<file path="config.mk">
export PLATFORM = sky130hd
export DESIGN_NAME = hc_run_ctrl
export DESIGN_NICKNAME = d
export VERILOG_FILES = /design/src/rtl/hcrc_pkg.sv /design/src/rtl/hcrc_wr_dec.sv /design/src/rtl/hcrc_rst_timer.sv /design/src/rtl/hcrc_seq.sv /design/src/rtl/hc_run_ctrl.sv
export SDC_FILE = /design/constraint.sdc
export NUM_CORES = 1
export LEC_CHECK = 0
export ABC_AREA = 1
export BUFFER_PORTS_ARGS = -buffer_cell sky130_fd_sc_hd__buf_2
export CORE_AREA = 2 2 39 41
export CTS_CLUSTER_SIZE = 16
export DETAILED_ROUTE_END_ITERATION = 6
export DIE_AREA = 0 0 41 43
export HOLD_SLACK_MARGIN = 0.05
export PLACE_DENSITY = 0.61
export SLEW_MARGIN = 20
export SYNTH_ARGS = -nofsm -noshare
export SYNTH_HDL_FRONTEND = slang
export SYNTH_SLANG_ARGS = --single-unit
export TNS_END_PERCENT = 1
</file>
<file path="constraint.sdc">
create_clock -name clk -period 2.9 [get_ports clk]
set_input_delay 0.145 -clock clk [delete_from_list [all_inputs] [get_ports clk]]
set_output_delay 0.145 -clock clk [all_outputs]
set_load 0.03 [all_outputs]
</file>
<file path="src/rtl/hcrc_pkg.sv">
package hcrc_pkg;
  typedef enum logic [1:0] {
    ST_HALTED  = 2'd0,
    ST_RUNNING = 2'd1,
    ST_HALTING = 2'd2,
    ST_RESET   = 2'd3
  } hc_state_e;

  localparam int WR_W    = 2;
  localparam int RUN_POS = 0;
  localparam int RST_POS = 1;
endpackage

</file>
<file path="src/rtl/hcrc_wr_dec.sv">
module hcrc_wr_dec
  import hcrc_pkg::*;
(
  input  logic            wr_en,
  input  logic [WR_W-1:0] wr_data,
  output logic            req_reset,
  output logic            req_run_set,
  output logic            req_run_clr
);
  // Reset wins over the run bit in the same write.
  always_comb begin
    req_reset   = wr_en & wr_data[RST_POS];
    req_run_set = wr_en & wr_data[RUN_POS] & ~wr_data[RST_POS];
    req_run_clr = wr_en & ~wr_data[RUN_POS] & ~wr_data[RST_POS];
  end
endmodule

</file>
<file path="src/rtl/hcrc_rst_timer.sv">
module hcrc_rst_timer #(
  parameter int RST_CYCLES = 16
) (
  input  logic clk,
  input  logic rst_n,
  input  logic start,
  input  logic active,
  output logic first,
  output logic done
);
  localparam int CW = (RST_CYCLES > 1) ? $clog2(RST_CYCLES) : 1;
  localparam logic [CW-1:0] LAST = CW'(RST_CYCLES - 1);

  logic [CW-1:0] cnt_q;

  always_ff @(posedge clk or negedge rst_n) begin
    if (!rst_n)                     cnt_q <= '0;
    else if (start)                 cnt_q <= '0;
    else if (active && cnt_q != LAST) cnt_q <= cnt_q + 1'b1;
  end

  assign first = active && (cnt_q == '0);
  assign done  = active && (cnt_q == LAST);
endmodule

</file>
<file path="src/rtl/hcrc_seq.sv">
module hcrc_seq
  import hcrc_pkg::*;
(
  input  logic      clk,
  input  logic      rst_n,
  input  logic      req_reset,
  input  logic      req_run_set,
  input  logic      req_run_clr,
  input  logic      txn_active,
  input  logic      txn_done,
  input  logic      mem_fail,
  input  logic      rst_first,
  input  logic      rst_done,
  output hc_state_e state,
  output hc_state_e nxt,
  output logic      rst_start,
  output logic      rst_active,
  output logic      sched_en,
  output logic      reset_strobe
);
  hc_state_e state_q;

  always_comb begin
    nxt       = state_q;
    rst_start = 1'b0;
    if (state_q == ST_RESET) begin
      if (rst_done) nxt = ST_HALTED;
    end else if (req_reset) begin
      nxt       = ST_RESET;
      rst_start = 1'b1;
    end else begin
      unique case (state_q)
        ST_HALTED:  if (req_run_set) nxt = ST_RUNNING;
        ST_RUNNING: if (mem_fail || req_run_clr) nxt = ST_HALTING;
        ST_HALTING: begin
          if (req_run_set)                  nxt = ST_RUNNING;
          else if (!txn_active || txn_done) nxt = ST_HALTED;
        end
        default: nxt = state_q;
      endcase
    end
  end

  always_ff @(posedge clk or negedge rst_n) begin
    if (!rst_n) state_q <= ST_HALTED;
    else        state_q <= nxt;
  end

  assign state        = state_q;
  assign rst_active   = (state_q == ST_RESET);
  assign sched_en     = (state_q == ST_RUNNING);
  assign reset_strobe = rst_active && rst_first;

  AST_HALT_WAITS: assert property (@(posedge clk) disable iff (!rst_n)
    (state_q == ST_HALTING && txn_active && !txn_done && !req_reset && !req_run_set)
      |=> (state_q == ST_HALTING)) else $error("halt did not wait");
  AST_STROBE_ONE: assert property (@(posedge clk) disable iff (!rst_n)
    reset_strobe |=> !reset_strobe) else $error("strobe too long");
endmodule

</file>
<file path="src/rtl/hc_run_ctrl.sv">
module hc_run_ctrl
  import hcrc_pkg::*;
#(
  parameter int RST_CYCLES = 16
) (
  input  logic            clk,
  input  logic            rst_n,
  input  logic            wr_en,
  input  logic [WR_W-1:0] wr_data,
  input  logic            txn_active,
  input  logic            txn_done,
  input  logic            mem_rd_valid,
  input  logic            mem_rd_ok,
  output logic            run_bit,
  output logic            halted,
  output logic            reset_bit,
  output logic            sched_en,
  output logic            txn_abort,
  output logic            op_rst,
  output logic            own_revert
);
  logic req_reset, req_run_set, req_run_clr;
  logic rst_start, rst_active, rst_first, rst_done, strobe;
  hc_state_e state, nxt;
  logic run_q, halted_q, reset_q;

  hcrc_wr_dec u_dec (
    .wr_en(wr_en), .wr_data(wr_data),
    .req_reset(req_reset), .req_run_set(req_run_set), .req_run_clr(req_run_clr)
  );

  hcrc_rst_timer #(.RST_CYCLES(RST_CYCLES)) u_tmr (
    .clk(clk), .rst_n(rst_n), .start(rst_start), .active(rst_active),
    .first(rst_first), .done(rst_done)
  );

  hcrc_seq u_seq (
    .clk(clk), .rst_n(rst_n),
    .req_reset(req_reset), .req_run_set(req_run_set), .req_run_clr(req_run_clr),
    .txn_active(txn_active), .txn_done(txn_done),
    .mem_fail(mem_rd_valid & ~mem_rd_ok),
    .rst_first(rst_first), .rst_done(rst_done),
    .state(state), .nxt(nxt), .rst_start(rst_start), .rst_active(rst_active),
    .sched_en(sched_en), .reset_strobe(strobe)
  );

  // Software-visible bits held in their own flops.
  always_ff @(posedge clk or negedge rst_n) begin
    if (!rst_n) begin
      run_q    <= 1'b0;
      halted_q <= 1'b1;
      reset_q  <= 1'b0;
    end else begin
      run_q    <= (nxt == ST_RUNNING);
      halted_q <= (nxt == ST_HALTED);
      reset_q  <= (nxt == ST_RESET);
    end
  end

  assign run_bit    = run_q;
  assign halted     = halted_q;
  assign reset_bit  = reset_q;
  assign txn_abort  = strobe;
  assign op_rst     = strobe;
  assign own_revert = strobe;

  AST_RUN_HALT_EXCL: assert property (@(posedge clk) disable iff (!rst_n)
    !(run_q && halted_q)) else $error("run and halted both set");
  AST_RESET_HOLDS: assert property (@(posedge clk) disable iff (!rst_n)
    (reset_q && !rst_done) |=> reset_q) else $error("reset cut short");
  AST_RESET_EXIT: assert property (@(posedge clk) disable iff (!rst_n)
    $fell(reset_q) |-> (halted_q && !run_q)) else $error("bad reset exit");
  AST_MEM_FAIL: assert property (@(posedge clk) disable iff (!rst_n)
    (run_q && mem_rd_valid && !mem_rd_ok) |=> !run_q) else $error("run kept");
  AST_SCHED_RUN: assert property (@(posedge clk) disable iff (!rst_n)
    sched_en |-> run_q) else $error("sched without run");
endmodule

</file>
==> reports/results.env <==
GLOBALROUTEMET2UTIL=0.1813
CTS_SETUP_BUFFERS=0
VDD_DROP_MAX_V=0.0004905
POWER.STATIC_LEAKAGE_nW=0.3480
MIN-DELAY-PATH-CLASS='input pin to asynchronous set/reset pin'
CLOCK_BUFFERS_CREATED_BY_TRITONCTS=3
FINAL_PERIOD_MINUS_WORST_SETUP_SLACK_NS=1.471
CP_DATA_ARRIVAL_TIME_NS=1.33
WORST_PATH_LARGEST_CELL_DELAY_NS=0.39
TRITONCTS_CLOCK_TREE='yes'
CLOCK_INSERTION_DELAY_AT_THE_LATER_PIN_OF_THE_SKEW_REPORT_NS=0.26
RUN_STATUS='complete, no violations'
FINAL_CORE_UTILIZATION=0.4503
SYNTHDISTINCTLIBCELLS=17
CRITICAL_PATH_BUF_INV_COUNT=2
TOTAL_POWER_uW=683.3
AREAGROWTHSYNTHTOFINISH_PCT=22.96
GRT_REMAINING_OVERFLOW=0
NNETSFINAL=94
MET1_USE_GR=0.1812
WORST-R2R-SETUP-SLACK_NS=1.71
GRT.MET3_USAGE=0.04712
CRIT_TYPE='flop to primary output'
VIAS=418
SLOWEST_STAGE='sky130_fd_sc_hd__dfrtp_1'
VIA_PER_INST=4.265
ROW_COUNT=14
PORT-BUFFER-COUNT=15
IO_PINS=16
TOTAL_POWER_PER_UNIT_CELL_AREA_mW_PER_MM2=1097
YS_SEQ_ELEMENTS=9
DRIVE_GT1_FRAC=0.3415
CRIT_PATH_START='u_tmr.cnt_q[0]'
SETUP_VIOL_COUNT_FINAL=0
CTS_NUM_SINKS=9
FIRST_GLOBAL_VIAS=393
CP_MAX_FO=3
TIMING.MAX_SLEW.REL_SLACK=0.8716
CRITPATHREQUIREDTIME_NS=2.76
TIMING.SETUP.TNS_NS=0
DETAILED_PLACER_S_ENDING_HPWL_UM=707.7
DRT_ITER0_DRC=2
CORE-AREA_MM2=0.001384
DP_WORST_SETUP_SLACK_NS=1.687
FINALWORSTSETUPSLACK_NS=1.429
SETUP.WORST_PATH.END_CLASS='primary output'
GRT_SETUP_UNREPAIRED='false'
DIE_W_UM=41
SYNTHESIS.INSTANCES=64
ACHIEVABLE-FREQUENCY_GHz=0.6799
WORST_SETUP_HOLD_PATH_CLK_SLEW_NS=0.06
TIMING.FINAL.HOLD_VIOLATIONS=0
GRT_MAX_DEGREE=10
CP_CELL_SEQUENCE='inv_1 -> ha_1 -> nand3_1 -> nor2_1 -> buf_2'
GLOBALROUTETOTALUTIL=0.1384
GRT_ANTENNA_BEFORE_REPAIR=0
GLOBALROUTE.BUSIESTLAYER='met2'
CTS-ROOT-TO-SINK-BUFFERS=2
DIE-AREA_MM2=0.001763
SLEW_VIOLATIONS=0
CRITPATHLAUNCHTYPE='flop'
MAPPEDNETLISTAREA_UM2=506.7
MAXCAPVIOLCOUNT=0
CP_TOP_FAMILY='flip-flops'
SYNTH_NETS=75
WORSTREG2REGSTART='u_tmr.cnt_q[0]'
ANTENNA_CELLS=0
CLOCK_TREE.ROOT_CELL='sky130_fd_sc_hd__clkbuf_4'
DRC=0
MAX_SLEW.WORST_PIN.SLEW_NS=0.1925
GLOBAL_ROUTE_WIRE_LENGTH_BEFORE_REPAIR_MM=1.587
YOSYSWARNINGS=0
DRT.ANTENNA.VIOLATING_NETS=0
ROUTEDWLPERCELL_UM=8.776
PERIOD_SHARE=0.5072
CTS.HTREE.LEVELS=1
FINCLKSKEW_NS=0.001809
WIRELENGTH_UM=860
EFFECTIVE_UTILIZATION_AT_FLOORPLAN=0.3662
SYNTH_SEQ_AREA_SHARE=0.4469
DIE_HEIGHT_UM=43
SYNTHESIS.AREA_PER_INSTANCE_UM2=7.918
GP_CONGESTION=0.6533
DRT_PASS1_ITERATIONS=2
-- power breakdown --
group          internal, mW  switching, mW  leakage [nW]
Sequential            0.185         0.0377         0.110
Clock                0.0529         0.0419        0.0150
Combinational         0.112          0.254         0.223
-- metrics by stage --
stage / instances / hold slack (ns) / instance area, um2
6_report: 98 / 0.2598 / 623.1
5_1_grt: 98 / 0.2682 / 623.1
4_1_cts: 98 / 0.2615 / 623.1
3_5_place_dp: 93 / 0.004099 / 586.8
3_3_place_gp: 93 / 0.005552 / 586.8
2_1_floorplan: 64 / -0.1506 / 506.7
-- synthesized netlist by cell type (all sizes together) --
library cell,count,area (um2)
nand3,8,45.04
o21ai,2,10.01
nor2,8,32.54
nor3,3,15.01
inv,14,52.55
ha,2,25.02
nand2,13,66.32
dfstp,1,26.28
a21oi,3,18.77
buf,2,15.01
dfrtp,8,200.2
-- placed cells by master, fill, tap and decap left out --
cell / Yosys / routed
sky130_fd_sc_hd__buf_2: 0 / 15
sky130_fd_sc_hd__inv_1: 11 / 11
sky130_fd_sc_hd__nand2_1: 10 / 10
sky130_fd_sc_hd__dfrtp_1: 8 / 8
sky130_fd_sc_hd__nor2_1: 7 / 7
sky130_fd_sc_hd__nand3_1: 7 / 7
sky130_fd_sc_hd__inv_2: 3 / 3
sky130_fd_sc_hd__nor3_1: 3 / 3
sky130_fd_sc_hd__clkbuf_4: 0 / 3
sky130_fd_sc_hd__a21oi_1: 2 / 2
sky130_fd_sc_hd__nand2_4: 2 / 2
sky130_fd_sc_hd__o21ai_0: 2 / 2
sky130_fd_sc_hd__ha_1: 2 / 2
sky130_fd_sc_hd__nand2_2: 1 / 1
sky130_fd_sc_hd__nand3_2: 1 / 1
sky130_fd_sc_hd__a21oi_2: 1 / 1
sky130_fd_sc_hd__nor2_2: 1 / 1
sky130_fd_sc_hd__clkbuf_1: 0 / 1
sky130_fd_sc_hd__dfstp_2: 1 / 1
sky130_fd_sc_hd__dlygate4sd3_1: 0 / 1
-- routing by layer --
layer	share of wire	up-vias	routed length (um)
li1	-	233	-
met1	0.50	172	428
met2	0.43	11	372
met3	0.055	2	47
met4	0.013	0	11
met5	0	-	0
-- kinds of logic after synthesis --
group | Yosys count | synth area share
AOI/OAI and AO/OA | 5 | 0.05679
buffers and inverters | 16 | 0.1333
and+or+nand+nor | 32 | 0.3136
adders and majority gates | 2 | 0.04937
DFF | 9 | 0.4469
-- final timing paths --
check                      cells past startpoint             end
setup / recovery                               5      own_revert
hold / removal                                 2  u_tmr.cnt_q[2]
setup reg to reg                               7          halted
hold reg to reg                                2  u_tmr.cnt_q[3]
max in group asynchronous                      2          halted
min in group clk                               3       reset_bit
-- area by class of cell --
class,count,area (um2)
Clock buffer,4,26.28
Fill cell,146,760.7
Inverter,14,52.55
Multi-Input combinational cell,39,212.7
Sequential cell,9,226.5
Tap cell,16,20.02
Timing Repair Buffer,16,85.08
-- state kept, by name, summed over array words and instances, names as in the netlist --
name,flops
run_bit,1
u_tmr.cnt_q,4
u_seq.state,2
halted,1
reset_bit,1
-- timing repair --
action	in CTS	in global routing
resized for setup	0	0
endpoints found under the hold margin	9	0
hold buffers	1	0
Note: power is estimated with default switching activity, not from simulation.
